==> config.mk <==
export PLATFORM = sky130hd
export DESIGN_NAME = cadd_top
export DESIGN_NICKNAME = d
export VERILOG_FILES = /design/src/rtl/cadd_pkg.sv /design/src/rtl/cadd_ctrl.sv /design/src/rtl/cadd_datapath.sv /design/src/rtl/cadd_top.sv
export SDC_FILE = /design/constraint.sdc
export NUM_CORES = 1
export LEC_CHECK = 0
export CORE_ASPECT_RATIO = 0.8
export CORE_MARGIN = 4
export CORE_UTILIZATION = 35
export DETAILED_ROUTE_END_ITERATION = 10
export DONT_BUFFER_PORTS = 1
export SYNTH_ARGS = -nofsm -noshare
export SYNTH_HDL_FRONTEND = slang
export SYNTH_SLANG_ARGS = --single-unit
==> constraint.sdc <==
create_clock -name clk -period 3.1 [get_ports clk]
set_input_delay 0.31 -clock clk [delete_from_list [all_inputs] [get_ports clk]]
set_output_delay 0.31 -clock clk [all_outputs]
set_load 0.02 [all_outputs]
==> src/rtl/cadd_pkg.sv <==
package cadd_pkg;

  typedef enum logic {
    PH_CAPTURE = 1'b0,
    PH_ADD     = 1'b1
  } phase_e;

  typedef enum logic {
    OP_PASS = 1'b0,
    OP_ADD  = 1'b1
  } aluOp_e;

  typedef struct packed {
    logic   selInput;   // left-operand mux: 1 = input word, 0 = accumulator
    aluOp_e aluOp;      // pass left operand or add the constant
    logic   latchOut;   // load the output register with the write-back word
  } strobe_t;

endpackage

==> src/rtl/cadd_ctrl.sv <==
module cadd_ctrl
  import cadd_pkg::*;
(
  input  logic    clk,
  input  logic    rst,
  output strobe_t strobes,
  output logic    ready
);

  phase_e phase, phaseNext;

  always_comb begin
    phaseNext = (phase == PH_CAPTURE) ? PH_ADD : PH_CAPTURE;
  end

  always_ff @(posedge clk) begin
    if (rst) phase <= PH_CAPTURE;
    else     phase <= phaseNext;
  end

  always_comb begin
    strobes = '0;
    unique case (phase)
      PH_CAPTURE: begin
        strobes.selInput = 1'b1;
        strobes.aluOp    = OP_PASS;
        strobes.latchOut = 1'b0;
      end
      PH_ADD: begin
        strobes.selInput = 1'b0;
        strobes.aluOp    = OP_ADD;
        strobes.latchOut = 1'b1;
      end
      default: strobes = '0;
    endcase
  end

  assign ready = ~phase;

endmodule

==> src/rtl/cadd_datapath.sv <==
module cadd_datapath
  import cadd_pkg::*;
#(
  parameter int unsigned W        = 8,
  parameter int unsigned K_RESET  = 2
) (
  input  logic         clk,
  input  logic         rst,
  input  strobe_t      strobes,
  input  logic [W-1:0] parIn,
  input  logic         cfgWe,
  input  logic [W-1:0] cfgData,
  output logic [W-1:0] parOut,
  output logic [W-1:0] accView,
  output logic [W-1:0] constView
);

  localparam logic [W-1:0] K_INIT = W'(K_RESET);

  logic [W-1:0] acc0;
  logic [W-1:0] constReg;
  logic [W-1:0] accBranch;
  logic [W-1:0] leftOperand;
  logic [W-1:0] aluResult;
  logic [W-1:0] outLatch;

  // accumulator branch of the left-operand mux; output is fed from this side
  assign accBranch   = acc0;
  assign leftOperand = strobes.selInput ? parIn : accBranch;

  always_comb begin
    unique case (strobes.aluOp)
      OP_ADD:  aluResult = leftOperand + constReg;   // wraps modulo 2^W
      default: aluResult = leftOperand;
    endcase
  end

  always_ff @(posedge clk) begin
    if (rst) begin
      acc0     <= '0;
      outLatch <= '0;
      constReg <= K_INIT;
    end else begin
      acc0 <= aluResult;
      if (strobes.latchOut) outLatch <= aluResult;
      if (cfgWe)            constReg <= cfgData;
    end
  end

  assign parOut    = outLatch;
  assign accView   = acc0;
  assign constView = constReg;

endmodule

==> src/rtl/cadd_top.sv <==
module cadd_top
  import cadd_pkg::*;
#(
  parameter int unsigned W       = 8,
  parameter int unsigned K_RESET = 2
) (
  input  logic         clk,
  input  logic         rst,
  input  logic [W-1:0] parIn,
  input  logic         cfgWe,
  input  logic [W-1:0] cfgData,
  output logic [W-1:0] parOut,
  output logic         ready
);

  strobe_t      strobes;
  logic [W-1:0] accView;
  logic [W-1:0] constView;

  cadd_ctrl ctrl_i (
    .clk     (clk),
    .rst     (rst),
    .strobes (strobes),
    .ready   (ready)
  );

  cadd_datapath #(.W(W), .K_RESET(K_RESET)) dp_i (
    .clk       (clk),
    .rst       (rst),
    .strobes   (strobes),
    .parIn     (parIn),
    .cfgWe     (cfgWe),
    .cfgData   (cfgData),
    .parOut    (parOut),
    .accView   (accView),
    .constView (constView)
  );

endmodule

# After elaboration in Yosys (flattened, before gate mapping)
# Cells that the tools add are included.
# word_totals
register_bits	25
out_inout_bits	9
elab_cells	10
# op_classes
addsub	1
mux	4
bitwise	1
# op_table
op	count
two-way mux 8 bit	2
adder 8 bit	1
one-hot mux 3 bit (2 select lines)	1
two-way mux 1 bit	1
inverter 1 bit	1

# Depth between registers and ports, before layout
# Gate-level depths: netlist of run 1.
# depth
depth_word	5
depth_mapped	12

# By module
# From an unflattened synthesis of run 1, not the netlist that was laid out.
# hier_totals
cells_unflattened	145
hier_area_um2	1365.1
# modules_own_cells
mod	n_inst	cells_each	area_each_um2
cadd_datapath	1	139	1315.0
cadd_ctrl	1	6	50.0

# Worst setup path after synthesis of run 1
# No wires, ideal clock.
# synth_timing
kind	reg2reg
from	register ctrl_i.phase
to	register dp_i.acc0[4] (netlist: dp_i.accView[4])
arrival_ps	2323
required_ps	3030
path_slack_ps	707
stages_incl_launch_ff	13
path_buffers	2
period_less_slack_ps	2393
path_cell_list	dfxtp_1 > buf_2 > inv_1 > clkbuf_1 > nand2_1 > nand2_1 > ha_1 > inv_1 > fa_1 > nor2b_4 > o21ai_0 > a211o_1 > a21oi_1
# synth_between
elab_chain_cells	5
# synth_rtl
element	line_no	rtl
start, declared	cadd_ctrl.sv:10	phase_e phase, phaseNext;
start signal, assigned	cadd_ctrl.sv:18	else phase <= phaseNext;
inverter 1 bit *	-	
via ready	cadd_top.sv:13	output logic ready
one-hot mux 3 bit (2 select lines) *	cadd_ctrl.sv:23	unique case (phase)
two-way mux 8 bit	cadd_datapath.sv:29	assign leftOperand = strobes.selInput ? parIn : accBranch;
adder 8 bit	cadd_datapath.sv:33	OP_ADD: aluResult = leftOperand + constReg;
two-way mux 8 bit *	cadd_datapath.sv:32	unique case (strobes.aluOp)
end signal, assigned	cadd_datapath.sv:44	acc0 <= aluResult;
end, declared	cadd_datapath.sv:20	logic [W-1:0] acc0;
# The timed path passes the listed nets; every way through them passes the cells marked *.
# A chain may end at the register's enable or synchronous reset.

# Final worst setup path of run 1
# Ends and elaborated chain as after synthesis.

==> impl_metrics.toml, run 1 <==
[logic_synthesis]
post_synth.cell_area_avg_um2 = 8.57
synth_cell_types = 38
async_flop_share_pct = 0
synthCells = 147
synth_seq_cells = 25
synthTopCellsByArea = "dfxtp_1, nand2_1, mux2i_1"
synth_top_cell_by_area = "dfxtp_1"
ys_seq_area_share_pct = 39.7
synth_ff_type = "dfxtp_1"
syn_nets = 174
synth-edff-count = 0
yosys_warnings = 0
synth_top_area_share_pct = 39.7
syn_area_mm2 = 0.00126

[cts]
cts_max_level = 1
cts_buffer_depth = 2
cts_hold_buffers = 0
numCtsBuffers = 3
cts.reportedPaths.clkPinSlew_ns = 0.09
cts_root_buf = "clkbuf_8"
clk_latency_ns = 0.27
postCtsSetupRepairBufs = 0
cts_tree = "built"
cts_sinks = 25
cts_resized = 0

[timing]
fmax_mhz = 424
skew_ns = 0.00485
setup_ws_ns = 0.740
hold_violations = 0
tns_ns = 0
grt_setup_unrepaired = "no"
relSlewSlack_pct = 67.3
setup_viol = 0
tightest_slew_ns = 0.490
min_period_ns = 2.36
period_share_pct = 76.1
slew_violations = 0

[worst_setup_path]
path_cells = "inv_1 -> nand2_1 -> nand2_1 -> ha_1 -> inv_1 -> fa_1 -> nor2b_4 -> o21ai_0 -> a211o_1 -> a21oi_1"
slowest_stage = "fa_1"
critical_path_arrival_ns = 2.57
crit_path_start_kind = "flop"
max_stage_delay_ns = 0.44
crit_required_ns = 3.31
end_kind = "flop"
critical_path_peak_fanout = 12
criticalPathCategory = "flop to flop"

[placed_design]
io_buffers = 0
gp_congestion = 0.860
pre_cts_slack_ns = 0.747
dpl.cell_count = 184
dpl.hpwl_um = 2150

[worst_hold_path]
hold_class = "primary input to flop"

[cells_and_area]
layout-drive-gt1-share_pct = 6.16
nFillCells = 353
syn_to_final_growth_pct = 6.55
final_cell_mix = "nand2_1, dfxtp_1, nor2_1, a21oi_1, mux2i_1"
fin_nets = 174
antenna_cells = 0
instances_no_fill = 188

[detailed_routing]
antenna_left = 0
wl_per_cell_um = 14.7
drtIter0Drc = 34
post_drt_via_cell_ratio = 5.33
top_layer = "met4"
drc = 0
wl_met2_um = 1250
wl_met3_um = 185
drt_first_pass_iters = 4
met1_length_um = 1260
wirelength_um = 2760
vias = 1002

[job]
maxCapViolations = 0

[power_and_ir_drop]
p_total_w = 0.000700
power_density_mw_per_mm2 = 521
switching_share_pct = 28.9
combPwrFrac_pct = 18.3
p_leak_nw = 0.580
pwr-share-seq_pct = 54.0
p_clk_share_pct = 27.7
peakVddDrop_mv = 0.235
internal-power_w = 0.000498
switchingPower_w = 0.000202

[floorplan]
die_h_um = 61.7
ios = 28
fp-row-count = 19
initial_core_util_pct = 36.6
dieArea_mm2 = 0.00463
core-area_mm2 = 0.00345
die_w_um = 75.1

[grt]
grt_start_max_net_pins = 22
grt_antenna_before_repair = 0
grt_pass1_vias = 949
grt_pass1_wl_um = 4510
grt_use_total_pct = 13.1
overflow = 0

[outcome]
status = "finished, final reports clean"
## layer usage
layer	up-vias	GRT usage [%]
met5	-	0
met4	0	4.82
met3	6	5.06
met2	21	20.8
met1	468	16.1
li1	507	-
## power groups by stage
stage	clock network, W	logic (W)	registers, W
global route	0.000214	0.000147	0.000381
floorplan	0	0.000112	0.000381
global placement	0	0.000123	0.000385
detailed placement	0	0.000129	0.000386
finish	0.000194	0.000128	0.000378
CTS	0.000201	0.000129	0.000379
## critical path: cells and delay by family, from the launching register on
family,cells,cell delay (ns)
adder cells (fa/ha/maj),2,0.65
buffers and inverters,2,0.44
flip-flops,1,0.32
AND/OR/NAND/NOR,3,0.36
AO/OA/AOI/OAI,3,0.53
## per-stage QoR
| stage | area [um2] | hold WS [ns] | util (%) |
|---|---|---|---|
| finish | 1340 | 0.0992 | 38.9 |
| global route | 1340 | 0.0790 | 38.9 |
| CTS | 1340 | 0.0893 | 38.9 |
| detailed placement | 1300 | 0.385 | 37.6 |
| global placement | 1300 | 0.384 | 37.6 |
| floorplan | 1260 | 0.439 | - |
## kinds of logic (layout without fill, tap and decap cells)
logic type               Yosys count  in the layout  share of synthesized area [%]
multiplexers                      10             10                           8.04
AO/OA/AOI/OAI                     33             33                           16.8
buffers and inverters             13             12                           3.97
flip-flops                        25             25                           39.7
AND/OR/NAND/NOR                   56             56                           21.5
adder cells (fa/ha/maj)            8              8                           8.54
XOR/XNOR                           2              2                           1.39
## state kept, by name, indices dropped and copies added, names as in the netlist
signal / count
ctrl_i.phase: 1
dp_i.accView: 8
dp_i.constView: 8
dp_i.parOut: 8
## cells in the mapped netlist, types with 2 or more instances
library cell	instances
nor3b_1	3
a211oi_1	2
a21o_1	2
nor2b_1	3
nor2_1	12
mux2i_1	9
nand2_1	25
clkbuf_1	4
o21a_1	3
a21oi_1	10
inv_1	7
nand2b_1	3
nand4_1	2
o211ai_1	3
o21ai_0	6
ha_1	7
dfxtp_1	25
## cell type report
cell class	count	area, um2	area share [%]
Inverter	7	26.3	1.96
Clock buffer	3	41.3	3.08
Tap cell	42	52.6	3.91
Sequential cell	25	500	37.3
Timing Repair Buffer	1	7.51	0.559
Clock inverter	1	5.00	0.373
Multi-Input combinational cell	109	709	52.8
## worst paths after layout
check                          from           endpoint  slack [ns]  depth (start not counted)
setup / recovery       ctrl_i.phase    dp_i.accView[4]        0.74                         10
hold / removal                  rst  dp_i.constView[5]         0.1                          1
setup reg to reg       ctrl_i.phase    dp_i.accView[4]        0.74                         10
hold reg to reg   dp_i.constView[2]  dp_i.constView[2]        0.51                          2
Note: power is estimated with default switching activity, not from simulation.
==> run 2, diff against run 1 <==
==> constraint.sdc (replaced) <==
create_clock -name clk -period 2.1 [get_ports clk]
set_input_delay 0.21 -clock clk [delete_from_list [all_inputs] [get_ports clk]]
set_output_delay 0.21 -clock clk [all_outputs]
set_load 0.02 [all_outputs]
==> impl_metrics.toml, run 2 (same netlist as run 1, synthesis figures left out) <==
[detailed_routing]
post_drt_via_cell_ratio = 5.37
wirelength_um = 2840
antenna_left = 0
vias = 1048
drc = 0
wl_per_cell_um = 14.5
drt_first_pass_iters = 4
drtIter0Drc = 53

[grt]
grt_antenna_before_repair = 0
grt_start_max_net_pins = 16
grt_pass1_wl_um = 4560
grt_pass1_vias = 976
overflow = 0
grt_use_total_pct = 13.3

[outcome]
status = "finished, final reports clean"

[cts]
cts_buffer_depth = 2
cts_max_level = 1
clk_latency_ns = 0.27
numCtsBuffers = 3
cts_tree = "built"
cts.reportedPaths.clkPinSlew_ns = 0.08
cts_root_buf = "clkbuf_8"
cts_sinks = 25

[cells_and_area]
antenna_cells = 0
nFillCells = 341
layout-drive-gt1-share_pct = 15.0
fin_nets = 181
final_cell_mix = "nand2_1, dfxtp_1, nor2_1, a21oi_1, mux2i_1"
syn_to_final_growth_pct = 12.6
stdcell_area_mm2 = 0.00142
finish.utilization_pct = 41.2

[power_and_ir_drop]
p_leak_nw = 0.606
p_total_w = 0.00106
power_density_mw_per_mm2 = 747
peakVddDrop_mv = 0.296

[timing]
hold_violations = 0
tightest_slew_ns = 0.610
tns_ns = 0
min_period_ns = 2.03
fmax_mhz = 493
hold_slack_ns = 0.0619
slew_violations = 0
skew_ns = 0.00249
relSlewSlack_pct = 59.2
setup_viol = 0
period_share_pct = 96.5

[worst_setup_path]
end_kind = "flop"
startpoint = "ctrl_i.phase"
rrSetupSlack_ns = 0.07
critical_path_arrival_ns = 2.24
critical_path_peak_fanout = 6
crit_required_ns = 2.31
reg2regPathDepth = 10
criticalPathCategory = "flop to flop"
endpoint = "dp_i.accView[6]"
r2r_start = "ctrl_i.phase"
crit_path_start_kind = "flop"
r2r-end = "dp_i.accView[6]"

[floorplan]
initial_core_util_pct = 36.6
die_h_um = 61.7
die_w_um = 75.1
fp-row-count = 19
dieArea_mm2 = 0.00463
ios = 28
core-area_mm2 = 0.00345

[placed_design]
io_buffers = 0
placed_cell_area_mm2 = 0.00135
dpl.hpwl_um = 2150
gp_congestion = 0.870

[job]
maxCapViolations = 0

[worst_hold_path]
hold_class = "primary input to flop"
## run 2: cell count changes in the layout (fill, tap and decap cells not counted), sizes merged
cell,before,now
buf,1,7
dlygate4sd3,0,1
clkinv,1,0
clkbuf,3,4
## run 2: per-layer routing
metal / track usage [%] / share of wire, %
met1: 16.9 / 47
met2: 19.9 / 42
met3: 6.04 / 8.7
met4: 4.82 / 2.0
met5: 0 / 0
## run 2: power breakdown
group / leakage [nW] / switching, W / internal (W)
clock: 0.0228 / 0.000149 / 0.000136
sequential: 0.207 / 0.0000427 / 0.000517
combinational: 0.377 / 0.000114 / 0.000102
## run 2: area by class of cell
type	count	area (um2)	area share (%)
sequential	25	502	35.4
multi-input combinational	109	731	51.5
clock buffer	4	45.0	3.17
timing repair buffer	8	62.6	4.41
tap	42	52.6	3.70
inverter	7	26.3	1.85
## run 2: worst min path at each step
stage	startpoint	end	slack, ns	depth (start not counted)
final	cfgWe	dp_i.constView[1]	0.06	1
after detailed placement	rst	dp_i.accView[4]	0.29	1
after CTS	cfgWe	dp_i.constView[1]	0.05	1
after global placement	rst	dp_i.accView[1]	0.28	1
after global routing	cfgWe	dp_i.constView[1]	0.06	1
after floorplan	parIn[6]	dp_i.accView[6]	0.34	2
## run 2: what timing repair did
| action | CTS | global route |
|---|---|---|
| endpoints found under the hold margin | 15 | 0 |
| endpoints found under the setup margin | 0 | 7 |
| setup buffers | 0 | 0 |
| resized for setup | 0 | 6 |
| hold buffers | 1 | 0 |
## run 2: critical path, stage by stage (launching register included)
cell,delay [ns]
dfxtp_2,0.34
buf_4,0.15
nand2_1,0.05
nand2_1,0.05
ha_2,0.19
inv_2,0.07
fa_2,0.24
nor2b_4,0.05
o31a_1,0.31
or4_4,0.42
nand4_1,0.10
## run 2: through the flow
stage,instances,setup WS [ns]
2_1_floorplan,147,0.000547
3_3_place_gp,190,0.0307
3_5_place_dp,190,0.0359
4_1_cts,195,0.0103
5_1_grt,195,-0.00651
6_report,195,0.0733
